File: src/rtl/sdram_init_pkg.sv
package sdram_init_pkg;

    typedef enum logic [3:0] {
        ST_SETTLE,
        ST_PRE,
        ST_WAIT_RP,
        ST_REF,
        ST_WAIT_RFC,
        ST_MRS,
        ST_WAIT_MRD,
        ST_EMRS,
        ST_WAIT_EMRD,
        ST_READY
    } init_state_e;

    // command bits ordered {cs_n, ras_n, cas_n, we_n}
    localparam logic [3:0] CMD_NOP = 4'b0111;
    localparam logic [3:0] CMD_PRE = 4'b0010;
    localparam logic [3:0] CMD_REF = 4'b0001;
    localparam logic [3:0] CMD_MRS = 4'b0000;

endpackage

File: src/rtl/sdram_init_timer.sv
module sdram_init_timer #(
    parameter int          W         = 16,
    parameter logic [W-1:0] RESET_VAL = '0
) (
    input  logic         clk,
    input  logic         rst_n,
    input  logic         load,
    input  logic [W-1:0] load_val,
    output logic         zero
);
    logic [W-1:0] count_q;

    always_ff @(posedge clk or negedge rst_n) begin
        if (!rst_n)
            count_q <= RESET_VAL;
        else if (load)
            count_q <= load_val;
        else if (count_q != '0)
            count_q <= count_q - 1'b1;
    end

    assign zero = (count_q == '0);

    // timer never wraps: once at zero it stays until reloaded
    p_no_wrap_r5: assert property (@(posedge clk) disable iff (!rst_n)
        (zero && !load) |=> zero);

endmodule

File: src/rtl/sdram_init_words.sv
module sdram_init_words #(
    parameter int ADDR_W = 12
) (
    input  logic [2:0]        burst_len,
    input  logic              burst_type,
    input  logic [2:0]        cas_lat,
    input  logic              wr_burst,
    input  logic [2:0]        pasr,
    input  logic [1:0]        tcsr,
    output logic [ADDR_W-1:0] mode_word,
    output logic [ADDR_W-1:0] ext_word
);
    always_comb begin
        mode_word      = '0;
        mode_word[2:0] = burst_len;
        mode_word[3]   = burst_type;
        mode_word[6:4] = cas_lat;
        mode_word[9]   = wr_burst;
        ext_word       = '0;
        ext_word[2:0]  = pasr;
        ext_word[4:3]  = tcsr;
    end

    // reserved bits of the main word stay low
    p_reserved_low_r6: assert final (mode_word[8:7] == 2'b00
                                     && mode_word[ADDR_W-1:10] == '0);

endmodule

File: src/rtl/sdram_init_seq.sv
module sdram_init_seq
    import sdram_init_pkg::*;
#(
    parameter int CLK_MHZ    = 100,
    parameter int SETTLE_US  = 200,
    parameter int REF_COUNT  = 2,
    parameter int T_RP       = 3,
    parameter int T_RFC      = 7,
    parameter int T_MRD      = 2,
    parameter bit MODE_FIRST = 1'b0,
    parameter bit EXT_EN     = 1'b1,
    parameter int ADDR_W     = 12
) (
    input  logic              clk,
    input  logic              rst_n,
    input  logic [2:0]        cfg_burst_len,
    input  logic              cfg_burst_type,
    input  logic [2:0]        cfg_cas_lat,
    input  logic              cfg_wr_burst,
    input  logic [2:0]        cfg_pasr,
    input  logic [1:0]        cfg_tcsr,
    output logic              cs_n,
    output logic              ras_n,
    output logic              cas_n,
    output logic              we_n,
    output logic              cke,
    output logic              dqm,
    output logic [1:0]        ba,
    output logic [ADDR_W-1:0] addr,
    output logic              init_done
);
    localparam int SETTLE_CYC = CLK_MHZ * SETTLE_US;
    localparam int TW         = $clog2(SETTLE_CYC + 1) + 1;
    localparam int RW         = $clog2(REF_COUNT + 1);
    localparam logic [TW-1:0] SETTLE_LD = TW'(SETTLE_CYC - 1);
    localparam logic [RW-1:0] REF_LAST  = RW'(REF_COUNT);

    init_state_e state_q, state_d, step_sel;
    logic [RW-1:0] ref_cnt_q;
    logic          mrs_done_q, emrs_done_q;
    logic          tmr_load, tmr_zero;
    logic [TW-1:0] tmr_val;
    logic [ADDR_W-1:0] mode_word, ext_word;
    logic [3:0]    cmd;

    sdram_init_timer #(.W(TW), .RESET_VAL(SETTLE_LD)) u_timer (
        .clk(clk), .rst_n(rst_n), .load(tmr_load),
        .load_val(tmr_val), .zero(tmr_zero)
    );

    sdram_init_words #(.ADDR_W(ADDR_W)) u_words (
        .burst_len(cfg_burst_len), .burst_type(cfg_burst_type),
        .cas_lat(cfg_cas_lat), .wr_burst(cfg_wr_burst),
        .pasr(cfg_pasr), .tcsr(cfg_tcsr),
        .mode_word(mode_word), .ext_word(ext_word)
    );

    // next step after any gap, chosen by order parameter and progress
    generate
        if (MODE_FIRST) begin : g_mode_first
            always_comb begin
                if (!mrs_done_q)                 step_sel = ST_MRS;
                else if (EXT_EN && !emrs_done_q) step_sel = ST_EMRS;
                else if (ref_cnt_q != REF_LAST)  step_sel = ST_REF;
                else                             step_sel = ST_READY;
            end
        end else begin : g_refresh_first
            always_comb begin
                if (ref_cnt_q != REF_LAST)       step_sel = ST_REF;
                else if (!mrs_done_q)            step_sel = ST_MRS;
                else if (EXT_EN && !emrs_done_q) step_sel = ST_EMRS;
                else                             step_sel = ST_READY;
            end
        end
    endgenerate

    // state register and progress flags
    always_ff @(posedge clk or negedge rst_n) begin
        if (!rst_n) begin
            state_q     <= ST_SETTLE;
            ref_cnt_q   <= '0;
            mrs_done_q  <= 1'b0;
            emrs_done_q <= 1'b0;
        end else begin
            state_q <= state_d;
            if (state_q == ST_REF)  ref_cnt_q   <= ref_cnt_q + 1'b1;
            if (state_q == ST_MRS)  mrs_done_q  <= 1'b1;
            if (state_q == ST_EMRS) emrs_done_q <= 1'b1;
        end
    end

    // transitions and gap loading
    always_comb begin
        state_d  = state_q;
        tmr_load = 1'b0;
        tmr_val  = '0;
        unique case (state_q)
            ST_SETTLE:    if (tmr_zero) state_d = ST_PRE;
            ST_PRE:       begin state_d = ST_WAIT_RP;   tmr_load = 1'b1; tmr_val = TW'(T_RP - 2);  end
            ST_REF:       begin state_d = ST_WAIT_RFC;  tmr_load = 1'b1; tmr_val = TW'(T_RFC - 2); end
            ST_MRS:       begin state_d = ST_WAIT_MRD;  tmr_load = 1'b1; tmr_val = TW'(T_MRD - 2); end
            ST_EMRS:      begin state_d = ST_WAIT_EMRD; tmr_load = 1'b1; tmr_val = TW'(T_MRD - 2); end
            ST_WAIT_RP,
            ST_WAIT_RFC,
            ST_WAIT_MRD,
            ST_WAIT_EMRD: if (tmr_zero) state_d = step_sel;
            ST_READY:     state_d = ST_READY;
            default:      state_d = ST_SETTLE;
        endcase
    end

    // outputs from state
    always_comb begin
        cmd       = CMD_NOP;
        ba        = 2'b00;
        addr      = '0;
        cke       = 1'b1;
        dqm       = 1'b1;
        init_done = 1'b0;
        unique case (state_q)
            ST_PRE:   begin cmd = CMD_PRE; addr[10] = 1'b1; end
            ST_REF:   cmd = CMD_REF;
            ST_MRS:   begin cmd = CMD_MRS; addr = mode_word; end
            ST_EMRS:  begin cmd = CMD_MRS; ba = 2'b10; addr = ext_word; end
            ST_READY: init_done = 1'b1;
            default:  ;
        endcase
    end

    assign {cs_n, ras_n, cas_n, we_n} = cmd;

    // ---------------- assertions ----------------
    p_cmd_then_nop_r5: assert property (@(posedge clk) disable iff (!rst_n)
        ({cs_n, ras_n, cas_n, we_n} != CMD_NOP) |=> ({cs_n, ras_n, cas_n, we_n} == CMD_NOP));

    p_pre_all_r3: assert property (@(posedge clk) disable iff (!rst_n)
        ({cs_n, ras_n, cas_n, we_n} == CMD_PRE) |-> addr[10]);

    p_first_after_settle_r2: assert property (@(posedge clk) disable iff (!rst_n)
        ($past(state_q) == ST_SETTLE && state_q != ST_SETTLE) |-> (state_q == ST_PRE));

    p_done_sticky_r9: assert property (@(posedge clk) disable iff (!rst_n)
        init_done |=> (init_done && cke && {cs_n, ras_n, cas_n, we_n} == CMD_NOP));

    p_refresh_count_r4: assert property (@(posedge clk) disable iff (!rst_n)
        $rose(init_done) |-> (ref_cnt_q == REF_LAST));

    generate
        if (!MODE_FIRST) begin : g_chk_order
            p_mode_after_ref_r8: assert property (@(posedge clk) disable iff (!rst_n)
                ({cs_n, ras_n, cas_n, we_n} == CMD_MRS) |-> (ref_cnt_q == REF_LAST));
        end else begin : g_chk_order_swap
            p_ref_after_mode_r8: assert property (@(posedge clk) disable iff (!rst_n)
                ({cs_n, ras_n, cas_n, we_n} == CMD_REF) |-> (mrs_done_q && (emrs_done_q || !EXT_EN)));
        end
    endgenerate

    p_settle_pins_r1: assert property (@(posedge clk) disable iff (!rst_n)
        (state_q == ST_SETTLE) |-> (cke && dqm && !init_done && cs_n == 1'b0 && ras_n && cas_n && we_n));

endmodule

File: config.mk
export PLATFORM = sky130hd
export DESIGN_NAME = sdram_init_seq
export DESIGN_NICKNAME = d
export VERILOG_FILES = /design/src/rtl/sdram_init_pkg.sv /design/src/rtl/sdram_init_timer.sv /design/src/rtl/sdram_init_words.sv /design/src/rtl/sdram_init_seq.sv
export SDC_FILE = /design/constraint.sdc
export NUM_CORES = 1
export LEC_CHECK = 0
export ABC_AREA = 1
export BUFFER_PORTS_ARGS = -buffer_cell sky130_fd_sc_hd__buf_4
export CAP_MARGIN = 20
export CORE_ASPECT_RATIO = 1.1
export CORE_MARGIN = 4
export CORE_UTILIZATION = 48
export CTS_CLUSTER_DIAMETER = 30
export DETAILED_ROUTE_END_ITERATION = 6
export HOLD_SLACK_MARGIN = 0.03
export PLACE_DENSITY_LB_ADDON = 0.08
export SYNTH_ARGS = -nofsm -noshare
export SYNTH_HDL_FRONTEND = slang
export SYNTH_SLANG_ARGS = --single-unit
File: constraint.sdc
create_clock -name clk -period 1.3 [get_ports clk]
set_input_delay 0.26 -clock clk [delete_from_list [all_inputs] [get_ports clk]]
set_output_delay 0.26 -clock clk [all_outputs]
set_load 0.05 [all_outputs]
### Word level (Yosys, flattened, before mapping)

Cells that the tools add are included.

* register bits after elaboration: 24
* output and inout port bits: 21
* logic and storage cells: 42

* $add $sub $neg: 2
* equal/unequal tests: 12
* multiplexer cells: 15
* reductions and logical operators: 8

Operators with widths (number)
* $mux W16: 2
* $pmux W4 S7: 1
* $mux W4: 5
* $pmux W10 S2: 1
* $eq A4 B3 Y1 const B: 4
* $logic_not A16 Y1: 1
* $reduce_bool A16 Y1: 1
* $sub A16 B1 Y16 const B: 1
* $pmux W3 S3: 1
* $eq A4 B2 Y1 const B: 2
* $eq A4 B4 Y1 const B: 2
* $reduce_or A4 Y1: 2
* $ne A2 B2 Y1 const B: 3
* $pmux W3 S2: 1
* $eq A4 B1 Y1 const B: 1
* $logic_not A4 Y1: 1
* $mux W1: 3
* $add A2 B1 Y2 const B: 1
* $mux W2: 1
* $reduce_and A2 Y1: 1
* $reduce_bool A2 Y1: 1
* $reduce_or A2 Y1: 1

### Depth between registers and ports, before layout

Gate-level depths: netlist (run 1).

* word-level depth: 5
* mapped depth: 9
* depth with buffers taken out: 9

### By module

A second synthesis (run 1) with hierarchy kept.

* cell total of the unflattened synthesis: 280
* area, all modules: 2044.5 µm²

By module, submodules not included
* sdram_init_timer: instances 1, cells each 167, area an instance 1196.1 µm²
* sdram_init_seq: instances 1, cells each 88, area an instance 664.4 µm²
* sdram_init_words: instances 1, cells each 25, area an instance 183.9 µm²

### Worst setup path after synthesis (run 1)

No wires, ideal clock.

* path kind: register -> output
* from: register state_q[3]
* to: output port addr[0]
* arrival time: 1.952 ns
* required time: 1.040 ns
* setup slack: -0.912 ns
* stages on the path, launching flop included: 5
* path through: dfrtp_1 -> inv_2 -> nand2_1 -> nor3_2 -> a22o_1

* word-level cells in the longest chain between the ends: 2
* elaborated cells on any way between the ends: 3

RTL lines
* start: declaration: line sdram_init_seq.sv:38 `init_state_e state_q, state_d, step_sel;`
* start signal: assignment: line sdram_init_seq.sv:85 `state_q <= state_d;`
* $eq A4 B3 Y1: line sdram_init_seq.sv:120 `unique case (state_q)`
* $pmux W10 S2 (*): line sdram_init_seq.sv:120
* end: declaration: line sdram_init_seq.sv:29 `output logic [ADDR_W-1:0] addr,`

Mark *: on every way between the ends. The rest lies on a longest branch, timed or not.

### Worst setup path after layout (run 1)

* from: register state_q[3]
* to: output port we_n

* word-level cells in the longest chain between the ends: 3
* elaborated cells on any way between the ends: 6

RTL lines
* $eq A4 B3 Y1: line sdram_init_seq.sv:120
* $reduce_or A2 Y1 (no source line)
* $pmux W3 S3 (*): line sdram_init_seq.sv:120
* end: declaration: line sdram_init_seq.sv:25 `output logic we_n,`

Marks and branches as above.

==> metrics.yaml, run 1 <==
gr-total-overflow: 0
synth_seq_area_share: 0.389
crit_top_cell: "nor2_4"
worstReg2RegStart: "state_q[3]"
p_leak_nw: 1.51
ant_nets: 0
wl_um: 5020
path_delay_family: "flip-flops"
hold-worst-slack_ns: 0.371
grt_pass1_wl_um: 8250
drive_gt1_frac: 0.530
crit_chain: "buf_6 > nor2_4 > nand2_2 > nor2_4 > inv_2 > nand2_4 > buf_8"
swShare: 0.255
most-common-layout-cells: "buf_4, nand2_1, nor2_1"
required_ns: 1.04
crit_end: "we_n"
wl_met2_um: 2900
gp_congestion: 0.882
synthesis.instances: 225
ioPinCount: 36
cp.buffers_inverters: 3
r2r_cells: 9
area_delta_synth_final_pct: 68.6
setup_viol: 34
rows: 21
nets: 322
first_global_vias: 1915
fp.dieW_um: 62.6
synthTopCellsByArea: "dfrtp_1, dfstp_2, nand2_1"
clkLatencyLatePin_ns: 0.32
hpwl_um: 3220
ys_warn_count: 0
critPathCaptureType: "output port"
finalPower_mw: 1.20
drt_iter0_drc: 78
combPwrFrac: 0.085
core_mm2: 0.00310
fillers: 185
antenna_found_initial: 0
worstPathMaxFanout: 3
finClkSkew_ns: 0.0102
clock-sinks: 24
fin_crit_sh: 1.34
layout_commonest_cell: "buf_4"
cap_viol_max_count: 0
syn_area_per_cell_um2: 6.99
post_drt_wl_per_cell_um: 14.8
r2r_end: "u_timer.count_q[0]"
diodes: 0
cpMaxStageDelayCell: "dfrtp_1"
cp-start-kind: "flip-flop"
vias: 1765
violations: "negative setup slack"
root_buffer: "clkbuf_4"
grt_max_degree: 25
synth.top_cell.area_share: 0.239
final_util: 0.855
multi_input_area_mm2: 0.00108
synth_area_leader_cell: "dfrtp_1"
track_usage: 0.249
wl_met3_um: 225
hp-class: "input pin to asynchronous set/reset pin"
seq_power_share: 0.621
r2r_slack_ns: -0.23
critPathLaunch: "state_q[3]"
path_depth: 7
syn_area_mm2: 0.00157
start_util: 0.507
rsz0062_at_grt: "yes"
routed.top_layer: "met4"
powerDensity_mw_per_mm2: 454
min_period_ns: 1.74
register_area_um2: 612
cts_tree: "yes"
finalHoldViolations: 0
dr.pass1.iters: 4
ys_types: 27
drv_slew: 0
drt-met1-wl_um: 1750
p_int_mw: 0.898
cp_slowest_stage_delay_ns: 0.43
peakVddDrop_uv: 340
dieArea_mm2: 0.00426
synth_seq_cells: 24
cts_buffers: 3
arrival_ns: 1.48
layout_setup_ws_ns: -0.444
via_per_inst: 5.22
drc: 0
clkPwrFrac: 0.293
outcome: "finished, violations left"
max_freq_mhz: 573
cts_buffer_depth: 2
criticalPathCategory: "flip-flop to output port"
clk_pin_slew_ns: 0.14
port_buffers: 28
cts_max_level: 1
p_switching_mw: 0.307
die_y_um: 68.0
==> stage by stage <==
step,cell area (um^2),setup TNS [ns],setup slack [ns],cells
6_report,2650,-8.63,-0.444,338
5_1_grt,2650,-11.19,-0.514,338
4_1_cts,2620,-7.38,-0.433,338
3_5_place_dp,2230,-2.54,-0.160,322
3_3_place_gp,2230,-1.94,-0.132,322
2_1_floorplan,1750,-5.43,-0.506,230
==> state kept, by name, summed over array words and instances (netlist names) <==
name             count
ref_cnt_q            2
emrs_done_q          1
state_q              4
u_timer.count_q     16
mrs_done_q           1
==> cell type report <==
cell class,count,area share
Clock buffer,4,0.00991
Multi-Input combinational cell,166,0.409
Timing Repair inverter,1,0.00425
Sequential cell,24,0.231
Inverter,31,0.0505
Tap cell,34,0.0160
Timing Repair Buffer,78,0.279
==> cells by family after synthesis <==
| logic type | after synthesis | synth area share |
|---|---|---|
| xor gates and xnor gates | 2 | 0.0111 |
| and+or+nand+nor | 140 | 0.397 |
| AOI/OAI and AO/OA | 15 | 0.0668 |
| buffers and inverters | 40 | 0.115 |
| other | 2 | 0.00478 |
| DFF | 24 | 0.389 |
| adders and majority gates | 2 | 0.0159 |
==> power by group through the flow <==
stage | Sequential, mW | Clock [mW] | Combinational, mW
after floorplan | 0.761 | 0 | 0.0652
after global placement | 0.761 | 0 | 0.0991
after detailed placement | 0.761 | 0 | 0.100
after CTS | 0.748 | 0.363 | 0.102
after global routing | 0.749 | 0.399 | 0.110
final | 0.748 | 0.353 | 0.103
==> synthesized netlist by cell type (all sizes together) <==
cell	instances
o21a	1
o211ai	1
o21bai	1
ha	2
xor2	2
a22o	5
dfstp	9
nand3b	1
or2	6
nand3	26
conb	2
nor3	2
dfrtp	15
a21oi	2
inv	31
o21ai	5
buf	9
nor2	47
nand2	56
nand4	2
==> worst min path at each step <==
stage                      from  slack (ns)  depth (start not counted)            endpoint
after CTS                 rst_n        0.36                          2  u_timer.count_q[5]
after global routing      rst_n        0.39                          2  u_timer.count_q[5]
after global placement    rst_n        0.18                          1        ref_cnt_q[0]
after floorplan           rst_n       -0.04                          0         emrs_done_q
final                     rst_n        0.37                          2  u_timer.count_q[5]
after detailed placement  rst_n        0.18                          1  u_timer.count_q[5]
==> routing by layer <==
metal,GRT usage,up-vias
li1,-,848
met1,0.237,843
met2,0.525,61
met3,0.0411,13
met4,0.113,0
met5,0,-
==> what timing repair did <==
action,in CTS,in global routing
endpoints found under the hold margin,15,0
gates cloned,1,0
endpoints found under the setup margin,34,36
hold buffers,1,0
pin swaps,29,7
gates resized for setup,83,9
buffers inserted,10,5
==> worst reg2reg max path: stages, from the launching register on <==
cell     delay, ns
dfrtp_1       0.43
buf_6         0.14
nor2_4        0.15
buf_6         0.15
inv_8         0.04
buf_6         0.12
nand3_4       0.15
buf_6         0.12
nand2_1       0.05
o21ai_1       0.10
Power figures use the tool's default switching activity.
==> run 2: changes to the inputs <==
Settings changed: ABC_AREA 1 to default.
==> metrics.yaml, run 2 <==
synth.top_cell.area_share: 0.243
ys.flop_type: "dfrtp_1"
syn_area_mm2: 0.00155
failing_step: "5_1_grt"
synth-simple-area-share: 0.268
synth_edf_count: 0
synth_seq_cells: 24
outcome: "stopped before the end"
fp.dieW_um: 62.1
hpwl_um: 3670
port_buffers: 28
root_buffer: "clkbuf_4"
ys_types: 55
rows: 21
synthTopCellsByArea: "dfrtp_1, dfstp_2, a21oi_1"
yosys.area_share.adder: 0.0162
ys_top_cells_by_count: "dfrtp_1, a21oi_1, nand2_1, nor2_1, dfstp_2"
cts_max_level: 1
synth_top_family_by_area: "simple AND/OR/NAND/NOR gates"
synth_compound_area_frac: 0.188
grt-worst-endpoint: "u_timer.count_q[1]$_DFFE_PN1P_/D"
clock-sinks: 24
ioPinCount: 36
cts_buffer_depth: 2
synth_seq_area_share: 0.395
timing.worst_endpoint.kind: "sequential cell input"
die_y_um: 67.6
gp_congestion: 0.956
ys_warn_count: 0
start_util: 0.503
antenna_found_initial: 0
synth_mux_area_frac: 0.0137
error_line: "[ERROR DPL-0033] detailed placement checks failed during check placement."
cts_buffers: 3
synthesis.instances: 168
synth_area_leader_cell: "dfrtp_1"
synth_xor_area_frac: 0.0283
synthArstFlopShare: 1.00
place_area_mm2: 0.00236
syn_area_per_cell_um2: 9.21
grt_max_degree: 25
yosysMostFrequentCell: "dfrtp_1"
==> run 2: changes by cell type after synthesis, moves of 8 or more <==
cell | before | now
or3_1 | 0 | 8
nand3_1 | 25 | 2
inv_1 | 26 | 6
a21oi_1 | 1 | 12
nor2_1 | 43 | 11
nand2_1 | 54 | 11
==> run 2: stage by stage <==
stage          worst slack (ns)  utilization  cells  setup TNS, ns
4_1_cts                  -0.631        0.904    299         -16.86
3_5_place_dp             -0.616        0.769    278         -11.23
3_3_place_gp             -0.527        0.769    278         -10.08
2_1_floorplan            -0.629            -    173         -12.29
==> run 2: cells by family after synthesis <==
group | Yosys count
other | 2
AO/OA/AOI/OAI | 43
multiplexers | 2
adder cells (fa/ha/maj) | 2
XOR/XNOR | 5
AND/OR/NAND/NOR | 69
flip-flops | 24
buffers and inverters | 21
==> run 2: what timing repair did <==
item	in CTS
gates cloned	1
setup buffers	16
hold buffers	1
resized for setup	61
pin swaps	22
endpoints found under the hold margin	15
setup endpoints to repair	36
==> run 3: changes to the inputs <==
Settings changed: CORE_ASPECT_RATIO 1.1 to default, CORE_UTILIZATION 48 to 35, CTS_CLUSTER_DIAMETER 30 to default, HOLD_SLACK_MARGIN 0.03 to default, PLACE_DENSITY_LB_ADDON 0.08 to 0.15.
Clock period 1.3 ns to 1.69 ns, I/O delays scaled along.
==> metrics.yaml, run 3 <==
outcome: "finished, violations left"
violations: "negative setup slack"
seq_power_share: 0.549
worstPathMaxFanout: 6
diodes: 0
cts_buffers: 3
hp-class: "flip-flop to flip-flop"
track_usage: 0.165
most-common-layout-cells: "buf_4, dfrtp_1, buf_8"
largest_reg_flops: 16
hpwl_um: 3050
synth_area_leader_cell: "dfrtp_1"
finClkSkew_ns: 0.00425
drt_iter0_drc: 84
path_depth: 8
cpMaxStageDelayCell: "dfstp_2"
required_ns: 1.88
swShare: 0.232
critPathCaptureType: "flip-flop"
drive_gt1_frac: 0.625
path_delay_family: "simple AND/OR/NAND/NOR gates"
grt_max_degree: 25
antenna_found_initial: 0
synth_seq_cells: 24
arrival_ns: 2.14
hold-worst-slack_ns: 0.489
whs_path_depth: 1
r2r_slack_ns: -0.25
cts_buffer_depth: 2
fp.dieW_um: 74.5
syn_area_per_cell_um2: 9.21
synth_edf_count: 0
clock-sinks: 24
drc: 0
clkPwrFrac: 0.380
vias: 1617
post_drt_wl_per_cell_um: 16.0
criticalPathCategory: "flip-flop to flip-flop"
wl_um: 4830
cap_viol_max_count: 0
clkLatencyLatePin_ns: 0.27
synthTopCellsByArea: "dfrtp_1, dfstp_2, a21oi_1"
layout_commonest_cell: "buf_4"
cts_tree: "yes"
rsz0062_at_grt: "yes"
max_flop_register: "u_timer.count_q"
r2r_cells: 8
rows: 23
die_y_um: 74.5
cp_slowest_stage_delay_ns: 0.56
fin_crit_sh: 1.15
ys.flop_type: "dfrtp_1"
ioPinCount: 36
gp_congestion: 0.855
area_delta_synth_final_pct: 74.0
cts_max_level: 1
gr-total-overflow: 0
placed_cells: 272
powerDensity_mw_per_mm2: 389
synth_seq_area_share: 0.395
core_mm2: 0.00414
cp.buffers_inverters: 3
setup_viol: 30
min_period_ns: 1.94
synth.top_cell.area_share: 0.243
ys_types: 55
ant_nets: 0
first_global_vias: 1565
grt_pass1_wl_um: 7180
ys_top_cells_by_count: "dfrtp_1, a21oi_1, nand2_1, nor2_1, dfstp_2"
start_util: 0.373
drv_slew: 0
crit_chain: "inv_2 > ha_4 > or3b_4 > nor4_4 > buf_4 > clkbuf_16 > or4_1 > a21oi_1"
clk_pin_slew_ns: 0.09
fillers: 306
p_switching_mw: 0.242
p_int_mw: 0.805
port_buffers: 28
via_per_inst: 5.37
peakVddDrop_uv: 269
finalHoldViolations: 0
nets: 269
dieArea_mm2: 0.00555
root_buffer: "clkbuf_8"
final_cells: 301
hp-start: "ref_cnt_q[0]"
worstReg2RegStart: "u_timer.count_q[1]"
ys_warn_count: 0
p_leak_nw: 1.29
layout_setup_ws_ns: -0.253
synthesis.instances: 168
dr.pass1.iters: 4
synthArstFlopShare: 1.00
combPwrFrac: 0.071
setup_tns_ns: -4.29
max_freq_mhz: 515
cp-start-kind: "flip-flop"
final_util: 0.650
finalPower_mw: 1.05
syn_area_mm2: 0.00155
reg_top3: "u_timer.count_q x16, state_q x4, ref_cnt_q x2"
critPathLaunch: "u_timer.count_q[1]"
yosysMostFrequentCell: "dfrtp_1"
-- run 3: cell counts after synthesis --
No cell type changed its count.
-- run 3: worst register-to-register path, stage by stage, from the launching register on --
cell	delay (ns)
dfstp_2	0.56
inv_2	0.06
ha_4	0.15
or3b_4	0.24
nor4_4	0.05
buf_4	0.14
clkbuf_16	0.15
or4_1	0.39
a21oi_1	0.14
-- run 3: metal layers --
layer / routed length, um / track usage / vias to the layer above
met2: 2390 / 0.266 / 71
met5: 0 / 0 / -
li1: - / - / 771
met4: 38 / 0.0514 / 0
met3: 357 / 0.0284 / 6
met1: 2050 / 0.225 / 769
-- run 3: power by group through the flow --
stage	Sequential (mW)	Clock (mW)	Combinational, mW
finish	0.575	0.398	0.0743
global route	0.575	0.427	0.0802
CTS	0.575	0.409	0.0755
detailed placement	0.585	0	0.0736
global placement	0.585	0	0.0725
floorplan	0.586	0	0.0464
-- run 3: timing repair --
action / in CTS / in global routing
endpoints found under the hold margin: 15 / 0
pin swaps: 10 / 13
gates resized for setup: 43 / 37
hold buffers: 1 / 0
gates cloned: 0 / 2
setup buffers: 6 / 17
setup endpoints to repair: 31 / 32
-- run 3: logic make-up after synthesis --
kind of cell	Yosys count	share of synthesized area
XOR/XNOR	5	0.0283
other	2	0.00485
adder cells (fa/ha/maj)	2	0.0162
AO/OA/AOI/OAI	43	0.188
buffers and inverters	21	0.0865
AND/OR/NAND/NOR	69	0.268
multiplexers	2	0.0137
flip-flops	24	0.395
-- run 3: path summary, 6_finish.rpt --
| path | end |
|---|---|
| setup / recovery | u_timer.count_q[5] |
| hold / removal | ref_cnt_q[0] |
| setup reg to reg | u_timer.count_q[5] |
| hold reg to reg | ref_cnt_q[0] |
| max in group asynchronous | u_timer.count_q[14] |
| min in group asynchronous | u_timer.count_q[7] |
-- run 3: through the flow --
stage                     worst slack [ns]  instance area (um^2)
after global placement              -0.179                  2110
after floorplan                     -0.239                  1680
final                               -0.253                  2690
after CTS                           -0.218                  2380
after global routing                -0.290                  2690
after detailed placement            -0.201                  2110
-- run 3: final cells by class --
cell class | count | area, um^2 | share of cell area
Clock buffer | 4 | 55.1 | 0.0204
Inverter | 7 | 36.3 | 0.0135
Multi-Input combinational cell | 128 | 1070 | 0.397
Sequential cell | 24 | 614 | 0.228
Tap cell | 50 | 62.6 | 0.0232
Timing Repair Buffer | 88 | 857 | 0.318
==> run 4: changes to the inputs <==
Settings changed: SYNTH_HIERARCHICAL from default to 1.
==> metrics.yaml, run 4 <==
powerDensity_mw_per_mm2: 396
cts_buffer_depth: 2
ys.flop_type: "dfrtp_1"
dr.pass1.iters: 5
die_y_um: 81.6
fp.dieW_um: 81.6
worstPathMaxFanout: 10
swShare: 0.219
syn_area_mm2: 0.00189
cts_buffers: 3
synth_area_leader_cell: "dfrtp_1"
layout_setup_ws_ns: -0.144
finalHoldViolations: 0
max_freq_mhz: 545
syn_area_per_cell_um2: 9.29
grt_max_degree: 25
vias: 1561
track_usage: 0.132
setup_tns_ns: -1.60
port_buffers: 28
violations: "negative setup slack"
outcome: "finished, violations left"
finClkSkew_ns: 0.00163
hpwl_um: 3030
path_delay_family: "flip-flops"
placed_cells: 319
ioPinCount: 36
criticalPathCategory: "flip-flop to output port"
register_area_um2: 614
cp_slowest_stage_delay_ns: 0.40
combPwrFrac: 0.063
layout_commonest_cell: "buf_4"
ys_warn_count: 6
drive_gt1_frac: 0.475
gp_congestion: 0.759
cts_max_level: 1
synthArstFlopShare: 1.00
ys_top_cells_by_count: "buf_4, dfrtp_1, nand2_1"
clkPwrFrac: 0.381
largest_reg_flops: 16
setup_viol: 19
core_mm2: 0.00517
clock-sinks: 24
wl_um: 4260
gr-total-overflow: 0
min_period_ns: 1.83
rsz0062_at_grt: "yes"
start_util: 0.366
drv_slew: 0
arrival_ns: 1.50
grt_pass1_wl_um: 7000
rows: 26
area_delta_synth_final_pct: 37.6
ant_nets: 0
hp-class: "input pin to asynchronous set/reset pin"
diodes: 0
reg_top3: "u_timer/count_q x16, state_q x4, ref_cnt_q x2"
most-common-layout-cells: "buf_4, conb_1, nand2_1, dfrtp_1, buf_6"
first_global_vias: 1530
nets: 281
synth_edf_count: 0
fin_crit_sh: 1.09
final_cells: 333
critPathCaptureType: "output port"
clk_pin_slew_ns: 0.08
multi_input_area_mm2: 0.00124
synth.top_cell.area_share: 0.198
synthesis.instances: 204
dieArea_mm2: 0.00665
via_per_inst: 4.69
post_drt_wl_per_cell_um: 12.8
antenna_found_initial: 0
cts_tree: "yes"
drc: 0
seq_power_share: 0.556
cap_viol_max_count: 0
synth_seq_area_share: 0.323
p_switching_mw: 0.226
cp.buffers_inverters: 2
yosysMostFrequentCell: "buf_4"
p_leak_nw: 1.14
synth_seq_cells: 24
crit_chain: "nand2b_4 > nor3b_4 > buf_12 > a22o_1 > buf_6"
required_ns: 1.35
ys_types: 57
finalPower_mw: 1.03
cp-start-kind: "flip-flop"
drt_iter0_drc: 47
peakVddDrop_uv: 274
synthTopCellsByArea: "dfrtp_1, dfstp_2, buf_4"
p_int_mw: 0.807
fillers: 472
max_flop_register: "u_timer/count_q"
root_buffer: "clkbuf_8"
clkLatencyLatePin_ns: 0.26
cpMaxStageDelayCell: "dfrtp_1"
==> run 4: timing repair <==
item                                   in CTS  in global routing
pin swaps                                   4                 11
setup buffers                               3                  6
endpoints found under the hold margin      15                  0
cloned                                      0                  0
gates resized for setup                    15                 26
hold buffers                                1                  0
setup endpoints to repair                  21                 30
==> run 4: metrics by stage <==
stage          instance area (um^2)  setup slack (ns)  utilization  hold WS [ns]
4_1_cts                        2420            -0.159        0.468         0.510
6_report                       2610            -0.144        0.504         0.500
3_5_place_dp                   2290           -0.0670        0.442         0.261
3_3_place_gp                   2290            0.0107        0.442         0.262
5_1_grt                        2610            -0.234        0.504         0.526
2_1_floorplan                  2030           -0.0628            -        0.0424
==> run 4: final cells by class <==
class | count | share of cell area
clock buffers | 4 | 0.0211
inverters | 7 | 0.0101
multi-input cells | 161 | 0.474
flip-flops and latches | 24 | 0.236
well taps | 70 | 0.0336
repair buffers | 67 | 0.225
==> run 4: worst reg2reg max path, cell delays in order, from the launching register on <==
cell	delay, ns
dfstp_2	0.54
inv_2	0.05
ha_4	0.16
nor3b_4	0.16
buf_4	0.14
buf_6	0.11
buf_6	0.12
nand4b_1	0.12
nor4_1	0.06
a221o_1	0.27
==> run 4: worst paths after layout <==
| path | start | endpoint | slack [ns] | cells after the start |
|---|---|---|---|---|
| worst max-delay path | state_q[3] | addr[0] | -0.14 | 5 |
| worst min-delay path | rst_n | u_timer/count_q[5] | 0.50 | 2 |
| worst max register to register | u_timer/count_q[1] | u_timer/count_q[10] | -0.11 | 9 |
| worst min register to register | mrs_done_q | mrs_done_q | 0.52 | 1 |
| max in group asynchronous | rst_n | u_timer/count_q[11] | 0.89 | 2 |
| min in group clk | mrs_done_q | mrs_done_q | 0.52 | 1 |
==> run 4: metal layers <==
| layer | GRT usage | vias up | wire length (um) |
|---|---|---|---|
| met5 | 0 | - | 0 |
| met4 | 0.0249 | 0 | 27 |
| met3 | 0.0230 | 2 | 117 |
| met2 | 0.221 | 23 | 2130 |
| met1 | 0.178 | 749 | 1990 |
| li1 | - | 787 | - |
==> run 4: power by group through the flow <==
stage | registers [mW] | clock network (mW) | logic (mW)
2_1_floorplan | 0.586 | 0 | 0.0743
3_3_place_gp | 0.585 | 0 | 0.0630
3_5_place_dp | 0.585 | 0 | 0.0635
4_1_cts | 0.575 | 0.410 | 0.0655
5_1_grt | 0.575 | 0.433 | 0.0737
6_report | 0.575 | 0.393 | 0.0650
==> run 4: cell families (layout without fill, tap and decap cells) <==
kind of cell	Yosys count	count (layout)	synth area share
AOI/OAI and AO/OA	50	50	0.198
buffers and inverters	45	78	0.159
muxes	2	2	0.0106
and+or+nand+nor	69	69	0.249
other	3	29	0.00594
xor gates and xnor gates	9	9	0.0416
DFF	24	24	0.323
adders and majority gates	2	2	0.0132
